--- src/rtl/chroma_demux_pkg.sv ---
`timescale 1ns/1ps
// Shared slot encoding for the nibble demultiplexer.
// Slot order is behavioural: it fixes where each nibble lands.
package chroma_demux_pkg;
    localparam int SLOT_CNT = 4;
    localparam int SLOT_W   = $clog2(SLOT_CNT);

    typedef enum logic [SLOT_W-1:0] {
        SLOT_U_HI = 2'd0,
        SLOT_V_LO = 2'd1,
        SLOT_V_HI = 2'd2,
        SLOT_U_LO = 2'd3
    } slot_e;
endpackage

--- src/rtl/chroma_phase_track.sv ---
`timescale 1ns/1ps
// Phase tracker: detects the in-band sync edge on one bus line during
// blanking and keeps a modulo-4 slot counter.
// Assumes: the sync line is low for at least one clock before its pulse.
module chroma_phase_track
    import chroma_demux_pkg::*;
(
    input  logic  clk,
    input  logic  rst_n,
    input  logic  sync_i,
    input  logic  vblank_i,
    output slot_e slot_o,
    output logic  align_o,
    output logic  locked_o
);
    logic  sync_q;
    slot_e slot_q;
    logic  locked_q;

    assign align_o  = vblank_i & sync_i & ~sync_q;
    assign slot_o   = slot_q;
    assign locked_o = locked_q;

    // Keep the previous level of the sync line for edge detection.
    always_ff @(posedge clk) begin
        if (!rst_n) sync_q <= 1'b0;
        else        sync_q <= sync_i;
    end

    // Restart the slot count on alignment; otherwise advance modulo 4.
    always_ff @(posedge clk) begin
        if (!rst_n)       slot_q <= SLOT_U_HI;
        else if (align_o) slot_q <= SLOT_U_HI;
        else              slot_q <= slot_e'(slot_q + 2'd1);
    end

    // Record that at least one alignment has happened.
    always_ff @(posedge clk) begin
        if (!rst_n)       locked_q <= 1'b0;
        else if (align_o) locked_q <= 1'b1;
    end

    AST_ALIGN_RESTART: assert property (@(posedge clk) disable iff (!rst_n)
        align_o |=> slot_q == SLOT_U_HI);
    AST_FREE_RUN: assert property (@(posedge clk) disable iff (!rst_n)
        !align_o |=> slot_q == slot_e'($past(slot_q) + 2'd1));
    AST_LOCK_STICKY: assert property (@(posedge clk) disable iff (!rst_n)
        locked_q |=> locked_q);
endmodule

--- src/rtl/chroma_pair_gate.sv ---
`timescale 1ns/1ps
// Pair gate: decides which completed groups produce an output pair,
// based on the format latched at the last alignment.
// Assumes: slot_i and align_i come from the phase tracker.
module chroma_pair_gate
    import chroma_demux_pkg::*;
(
    input  logic  clk,
    input  logic  rst_n,
    input  logic  fmt_411_i,
    input  slot_e slot_i,
    input  logic  align_i,
    input  logic  locked_i,
    output logic  emit_o
);
    logic fmt_q;
    logic skip_q;
    logic group_end;

    assign group_end = (slot_i == SLOT_U_LO) && !align_i;
    assign emit_o    = locked_i && group_end && (!fmt_q || !skip_q);

    // Latch the format select only at an alignment event.
    always_ff @(posedge clk) begin
        if (!rst_n)       fmt_q <= 1'b0;
        else if (align_i) fmt_q <= fmt_411_i;
    end

    // Alternate emitted and skipped groups in 4:1:1 mode.
    always_ff @(posedge clk) begin
        if (!rst_n)                  skip_q <= 1'b0;
        else if (align_i)            skip_q <= 1'b0;
        else if (group_end && fmt_q) skip_q <= ~skip_q;
    end

    AST_FMT_HOLD: assert property (@(posedge clk) disable iff (!rst_n)
        !align_i |=> $stable(fmt_q));
    AST_411_ALTERNATE: assert property (@(posedge clk) disable iff (!rst_n)
        (emit_o && fmt_q) |=> skip_q);
endmodule

--- src/rtl/chroma_nibble_assemble.sv ---
`timescale 1ns/1ps
// Nibble assembler: stores nibbles by slot and registers a full U/V pair
// with a one-cycle strobe when the gate requests it.
// Assumes: emit_i is only asserted in the U low slot.
module chroma_nibble_assemble
    import chroma_demux_pkg::*;
#(
    parameter int NIB_W = 4,
    localparam int SAMP_W = 2 * NIB_W
) (
    input  logic              clk,
    input  logic              rst_n,
    input  logic [NIB_W-1:0]  nib_i,
    input  slot_e             slot_i,
    input  logic              align_i,
    input  logic              emit_i,
    output logic [SAMP_W-1:0] u_o,
    output logic [SAMP_W-1:0] v_o,
    output logic              valid_o
);
    logic [NIB_W-1:0] u_hi_q, v_lo_q, v_hi_q;

    // Store the first three nibbles of a group by slot.
    always_ff @(posedge clk) begin
        if (!rst_n) begin
            u_hi_q <= '0;
            v_lo_q <= '0;
            v_hi_q <= '0;
        end else if (!align_i) begin
            case (slot_i)
                SLOT_U_HI: u_hi_q <= nib_i;
                SLOT_V_LO: v_lo_q <= nib_i;
                SLOT_V_HI: v_hi_q <= nib_i;
                default:   ;
            endcase
        end
    end

    // Register the finished pair and pulse the strobe.
    always_ff @(posedge clk) begin
        if (!rst_n) begin
            u_o     <= '0;
            v_o     <= '0;
            valid_o <= 1'b0;
        end else begin
            valid_o <= emit_i;
            if (emit_i) begin
                u_o <= {u_hi_q, nib_i};
                v_o <= {v_hi_q, v_lo_q};
            end
        end
    end

    AST_VALID_PULSE: assert property (@(posedge clk) disable iff (!rst_n)
        valid_o |=> !valid_o);
    AST_VALID_AFTER_ULO: assert property (@(posedge clk) disable iff (!rst_n)
        valid_o |-> $past(slot_i) == SLOT_U_LO);
    AST_HOLD_WITHOUT_STROBE: assert property (@(posedge clk) disable iff (!rst_n)
        !emit_i |=> $stable(u_o) && $stable(v_o));
endmodule

--- src/rtl/chroma_nibble_demux.sv ---
`timescale 1ns/1ps
// Top: nibble-multiplexed chroma demultiplexer. Recovers the nibble phase
// from a sync pulse on one bus line during blanking and rebuilds U and V.
// Assumes: one nibble per main clock, slot order U hi, V lo, V hi, U lo.
module chroma_nibble_demux
    import chroma_demux_pkg::*;
#(
    parameter int NIB_W    = 4,
    parameter int SYNC_BIT = 0,
    localparam int SAMP_W  = 2 * NIB_W
) (
    input  logic              clk,
    input  logic              rst_n,
    input  logic [NIB_W-1:0]  nib_i,
    input  logic              vblank_i,
    input  logic              fmt_411_i,
    output logic [SAMP_W-1:0] u_o,
    output logic [SAMP_W-1:0] v_o,
    output logic              valid_o
);
    slot_e slot;
    logic  align;
    logic  locked;
    logic  emit;

    chroma_phase_track i_phase (
        .clk      (clk),
        .rst_n    (rst_n),
        .sync_i   (nib_i[SYNC_BIT]),
        .vblank_i (vblank_i),
        .slot_o   (slot),
        .align_o  (align),
        .locked_o (locked)
    );

    chroma_pair_gate i_gate (
        .clk       (clk),
        .rst_n     (rst_n),
        .fmt_411_i (fmt_411_i),
        .slot_i    (slot),
        .align_i   (align),
        .locked_i  (locked),
        .emit_o    (emit)
    );

    chroma_nibble_assemble #(.NIB_W(NIB_W)) i_asm (
        .clk     (clk),
        .rst_n   (rst_n),
        .nib_i   (nib_i),
        .slot_i  (slot),
        .align_i (align),
        .emit_i  (emit),
        .u_o     (u_o),
        .v_o     (v_o),
        .valid_o (valid_o)
    );

    AST_NO_VALID_UNLOCKED: assert property (@(posedge clk) disable iff (!rst_n)
        valid_o |-> locked);
    AST_NO_CAPTURE_ON_ALIGN: assert property (@(posedge clk) disable iff (!rst_n)
        align |=> !valid_o);
endmodule

--- config.mk ---
export PLATFORM = sky130hd
export DESIGN_NAME = chroma_nibble_demux
export DESIGN_NICKNAME = d
export VERILOG_FILES = /design/src/rtl/chroma_demux_pkg.sv /design/src/rtl/chroma_phase_track.sv /design/src/rtl/chroma_pair_gate.sv /design/src/rtl/chroma_nibble_assemble.sv /design/src/rtl/chroma_nibble_demux.sv
export SDC_FILE = /design/constraint.sdc
export NUM_CORES = 1
export LEC_CHECK = 0
export ABC_CLOCK_PERIOD_IN_PS = 1330
export BUFFER_PORTS_ARGS = -buffer_cell sky130_fd_sc_hd__buf_2
export CAP_MARGIN = 10
export CORE_UTILIZATION = 53
export CTS_CLUSTER_DIAMETER = 40
export DETAILED_ROUTE_END_ITERATION = 8
export GPL_TIMING_DRIVEN = 0
export PLACE_DENSITY = 0.77
export SLEW_MARGIN = 5
export SYNTH_ARGS = -nofsm -noshare
export SYNTH_HDL_FRONTEND = slang
export SYNTH_SLANG_ARGS = --single-unit
--- constraint.sdc ---
create_clock -name clk -period 1.33 [get_ports clk]
set_input_delay 0.0665 -clock clk [delete_from_list [all_inputs] [get_ports clk]]
set_output_delay 0.0665 -clock clk [all_outputs]
set_load 0.02 [all_outputs]
* Yosys cells after proc, flatten, opt, wreduce, memory -nomap -nowiden *
Cells that the tools add are included.

word-level totals
  bits in writable memories = 0
  bits of input ports = 8
  bits in latches = 0
  memories kept = 0
  ROM bits = 0
  word-level logic and storage cells = 34
  bits in registers = 35

operators by class
  divide/modulo/power cells = 0
  multiplexer cells = 0
  bitwise operators = 6
  reduce and logical (&&, ||, !) cells = 13
  equality and inequality tests = 3
  order comparisons = 0
  $mul = 0
  add/sub/neg operators = 1
  shifts and indexed selects = 0

operator list
  operator             count
  $reduce_and 2->1     3
  $eq 2x2->1 const B   2
  $logic_and 1x1->1    4
  $not 1->1            4
  $logic_not 1->1      3
  $add 2x1->2 const B  1
  $and 1x1->1          2
  $eq 2x1->1 const B   1
  $logic_not 2->1      1
  $reduce_or 2->1      1
  $logic_or 1x1->1     1

* Depth between registers and ports, before layout *
  depth in word-level cells = 6
  gate-level depth with buffers = 5

* Modules after synthesis *
A second synthesis with hierarchy kept.

unflattened totals
  cells, all modules = 118
  area total of the unflattened synthesis = 1347.5 sq um

modules (own cells, without submodules)
  module                  cells an instance  area each (sq um)  seq. area each (sq um)  times used
  chroma_nibble_assemble  98                 1108.6             580.6                   1
  chroma_phase_track      10                 137.6              80.1                    1
  chroma_pair_gate        10                 101.3              40.0                    1

* Worst setup path after synthesis *
OpenSTA, ideal clock, no wires.

  kind = reg-to-reg
  start point = register i_phase.slot_q[0], in the netlist i_phase.slot_o[0]
  end point = register i_asm.u_o[1]
  required time = 1.258 ns
  stages on the path, launching flop included = 5
  path slack = 0.149 ns
  library setup time = 0.072 ns
  arrival time = 1.110 ns
  path through = dfxtp_1 ha_1 and4_4 buf_6 mux2i_1

on the way
  longest elaborated chain between the ends = 4

RTL lines
  item                            RTL line                      source
  from (decl)                     chroma_phase_track.sv:17      slot_e slot_q;
  from (signal assigned)          chroma_phase_track.sv:34      else slot_q <= slot_e'(slot_q + 2'd1);
  $eq 2x2->1                      chroma_pair_gate.sv:20        assign group_end = (slot_i == SLOT_U_LO) && !align_i;
  $logic_and 1x1->1               chroma_pair_gate.sv:20
  $logic_and 1x1->1 (2 in a row)  chroma_pair_gate.sv:21        assign emit_o = locked_i && group_end && (!fmt_q || !skip_q);
  to (signal assigned)            chroma_nibble_assemble.sv:48  u_o <= {u_hi_q, nib_i};
  to (decl)                       chroma_nibble_assemble.sv:17  output logic [SAMP_W-1:0] u_o,

No other way between the ends.
A chain may end at the register's enable or synchronous reset.

* Worst setup path after layout *
  start point = register i_phase.slot_q[1], in the netlist i_phase.slot_o[1]
  end point = register i_asm.u_o[4]

Same word-level chain as after synthesis.

==> out/results.txt <==
The number of antenna violations at the first check in global routing was 0. The cell count after synthesis came out at 134. The ratio of cells with drive above 1 in the final layout was 24.1%; the total power per unit cell area was 1220 nW/µm².

The run gives 0.00932 ns as the clock skew after layout. Summing over every cut layer, the via total after detailed routing is 981. The hold violation count in the final report is 0. The remaining max-slew budget at the tightest pin was 69.9%; the upper clock frequency limit was 0.812 GHz. From synthesis to final layout, the design area changed by 18.2%.

At the pin with the least slew margin, the transition time is 0.452 ns. The design draws 1.92 mW. Walking the worst path, the cells encountered are ha_4 > and4_4 > buf_6 > mux2i_1. Once detail routing completed, the nets flagged for antenna violations numbered 0.

STA classifies the critical path endpoint as a register. Across every metal layer, demand over resource in global routing totals 22.4%. The total inserted antenna cells was 0; the H-tree depth was 2. Counting the fill cells in the layout gives 187. Port buffering added 23 buffers. TritonCTS built the clock tree. The synthesized netlist occupies a cell area of 1330 µm². Along the worst hold path, the cell count comes to 2. The first TritonRoute pass finished after 4 iterations.

The clock passes through at most 2 buffers. After synthesis, the netlist uses 21 different library cells. The startpoint identified for the worst hold timing path is nib_i[0]. The path with the worst hold slack has its endpoint at i_phase.sync_q. After the first detailed-routing iteration, the DRC count stood at 10. The floorplan has 17 rows. The overall die area was 2720 µm². The primary flip-flop cell chosen by synthesis mapping was dfxtp_1.

The first global-routing pass estimated 4.22 mm of wire. For the wire length after detailed routing, the log shows 2.50 mm. For this run the aggregate overflow at the end of global routing stands at 0. Fraction of the cycle the final worst path needs: 92.5%. The worst-case IR drop observed on VDD is 0.000818 V. For this design the top-level I/O count stands at 25. Vertical die dimension: 52.1 µm. The run gives 1.74 mm as the HPWL after detailed placement. The total of endpoints with negative setup slack in the final report is 0, and the average wire length per cell after detail routing is 12.9 µm. The multi-input combinational cells in the finished layout cover a total of 587 µm². The tools report the number of remaining DRC errors as 0. The congestion estimate from routability-driven global placement came to 0.756. For the worst setup path, the data required time is 1.60 ns. In this run, synthesis produced a sequential element count of 35. The setup TNS after final layout was 0 ns. After detailed routing, the number of vias per cell comes to 5.06.

The final critical-path required period works out to 1.23 ns. Across all register-to-register paths, the minimum setup slack is 0.1 ns. The tools report the number of max-cap violations as 0. The core region is 2300 µm².

The tightest min-delay check is of the input port to register type. The number of global-route vias before repair came out at 966. Entering global routing, the biggest net connects 11 pins.

The startpoint identified for the worst register-to-register timing path is i_phase.slot_o[1]. The final-report max-slew violation count was 0. Counting cells, the worst reg-to-reg path comes to 4. The clock-pin slew reported for the worst setup and hold paths after clock tree synthesis is 0.10 ns.

The combined flip-flop and latch cell area is 702 µm². On the critical path, the stage with the largest delay is an instance of dfxtp_1. The number of enable flip-flop cells after synthesis came out at 0. The run gives 35 as the total clock sinks. The run gives 1570 µm² as the finished layout cell area. The placement-stage cell area was 1480 µm²; the fraction of the yosys area taken by sequential cells was 52.6%. The average instance in the mapped netlist occupies 9.93 µm². Buffers inserted during clock tree synthesis total 5. Measured along the x axis, the die boundary spans 52.1 µm. The tools report the number of synthesis warnings as 0. The run finished with clean final reports. The clock reaches the later pin of the worst-skew pair after 0.34 ns.

The worst setup path is launched from a register. The endpoint identified for the worst register-to-register timing path is i_asm.u_o[4]. Net count after synthesis: 146. Delay contributed by the slowest stage of the critical path: 0.41 ns.

The critical path in this run is classified as register to register. The root buffer cell chosen for the clock tree is clkbuf_4. Starting density of the core: 58.0%. In the synthesized netlist the async set-or-reset flop fraction comes to 0%.

STA puts the critical path data arrival time at 1.50 ns. Setup repair after global routing left no endpoint under its margin. The maximum fanout count along the critical path came out at 10.

The analysis attributes to cell leakage a power of 0.745 nW. The final layout contains 177 nets.
-- cell usage after synthesis, drive strengths merged, types with 2 or more instances --
cell / number / area share (%)
a21oi: 3 / 1.1
buf: 4 / 2.0
clkbuf: 2 / 0.56
dfxtp: 35 / 53
ha: 4 / 3.8
inv: 6 / 1.7
mux2i: 25 / 19
nand2: 36 / 10
nor2: 6 / 1.7
o21ai: 3 / 1.1
-- stage by stage --
stage | std cells | hold WS (ns) | util [%] | worst slack [ns]
2_1_floorplan | 134 | 0.188 | - | 0.149
3_5_place_dp | 185 | 0.333 | 64.5 | 0.00833
6_report | 194 | 0.0365 | 68.5 | 0.0991
5_1_grt | 194 | 0.0373 | 68.5 | 0.0222
4_1_cts | 194 | 0.0287 | 68.0 | 0.0309
3_3_place_gp | 185 | 0.320 | 64.5 | 0.0601
-- final cells by class --
cell class	instances	area share [%]
Sequential cell	35	44.6
Multi-Input combinational cell	87	37.3
Clock buffer	8	4.37
Buffer	6	2.15
Tap cell	28	2.23
Timing Repair Buffer	24	7.95
Inverter	6	1.43
-- state kept, by name, indices dropped and copies added (netlist names), 2 cells and up --
register	flops
i_asm.u_o	8
i_asm.v_o	8
i_asm.v_hi_q	4
i_asm.u_hi_q	4
i_asm.v_lo_q	4
i_phase.slot_o	2
-- cell usage in the layout (no fill, tap or decap), types with 2 or more instances in the layout --
master,count
ha_1,3
nor2_1,6
clkbuf_4,5
dfxtp_1,34
buf_2,26
clkbuf_1,3
o21ai_0,3
mux2i_1,25
clkbuf_8,2
inv_1,6
a21oi_1,3
nand2_1,36
-- cells by family after synthesis --
kind of cell / Yosys count / share of synthesized area (%)
buffers and inverters: 12 / 4.23
and+or+nand+nor: 49 / 16.3
AOI/OAI and AO/OA: 8 / 3.66
muxes: 25 / 18.8
xor gates and xnor gates: 1 / 0.658
adders and majority gates: 4 / 3.76
DFF: 35 / 52.6
-- routing by layer --
layer | wire (µm) | GRT usage (%) | vias up
met5 | 0 | 0 | -
met4 | 61 | 13.5 | 0
met3 | 126 | 6.14 | 7
met2 | 1150 | 37.0 | 28
met1 | 1160 | 25.5 | 443
li1 | - | - | 503
-- worst max path at each step --
stage | from | slack [ns] | depth (start not counted) | endpoint
floorplan | i_phase.slot_o[0] | 0.15 | 4 | i_asm.u_o[1]
global placement | i_phase.slot_o[0] | 0.06 | 4 | i_asm.u_o[4]
detailed placement | i_phase.slot_o[0] | 0.008 | 4 | i_asm.v_o[4]
CTS | i_phase.slot_o[0] | 0.03 | 4 | i_asm.u_o[2]
global route | i_phase.slot_o[1] | 0.02 | 4 | i_asm.u_o[5]
finish | i_phase.slot_o[1] | 0.1 | 4 | i_asm.u_o[4]
-- where the power goes --
part	leakage, nW	switching [mW]	internal, mW
registers	0.285	0.0201	1.09
logic	0.421	0.0909	0.0636
clock network	0.0386	0.348	0.311
total	0.745	0.458	1.46
-- what timing repair did --
action                                  CTS  global route
setup buffers                             0             0
endpoints found under the setup margin    2             8
pin swaps                                 0             0
gates cloned                              0             0
hold buffers                              1             0
gates resized for setup                   1             2
endpoints found under the hold margin     1             0
-- critical path: cells and delay by family (launching register included) --
kind / cells / cell delay, ns
DFF: 1 / 0.41
and+or+nand+nor: 1 / 0.22
muxes: 1 / 0.19
adders and majority gates: 1 / 0.17
buffers and inverters: 1 / 0.17
No activity file was read; power rests on OpenSTA's default activity.
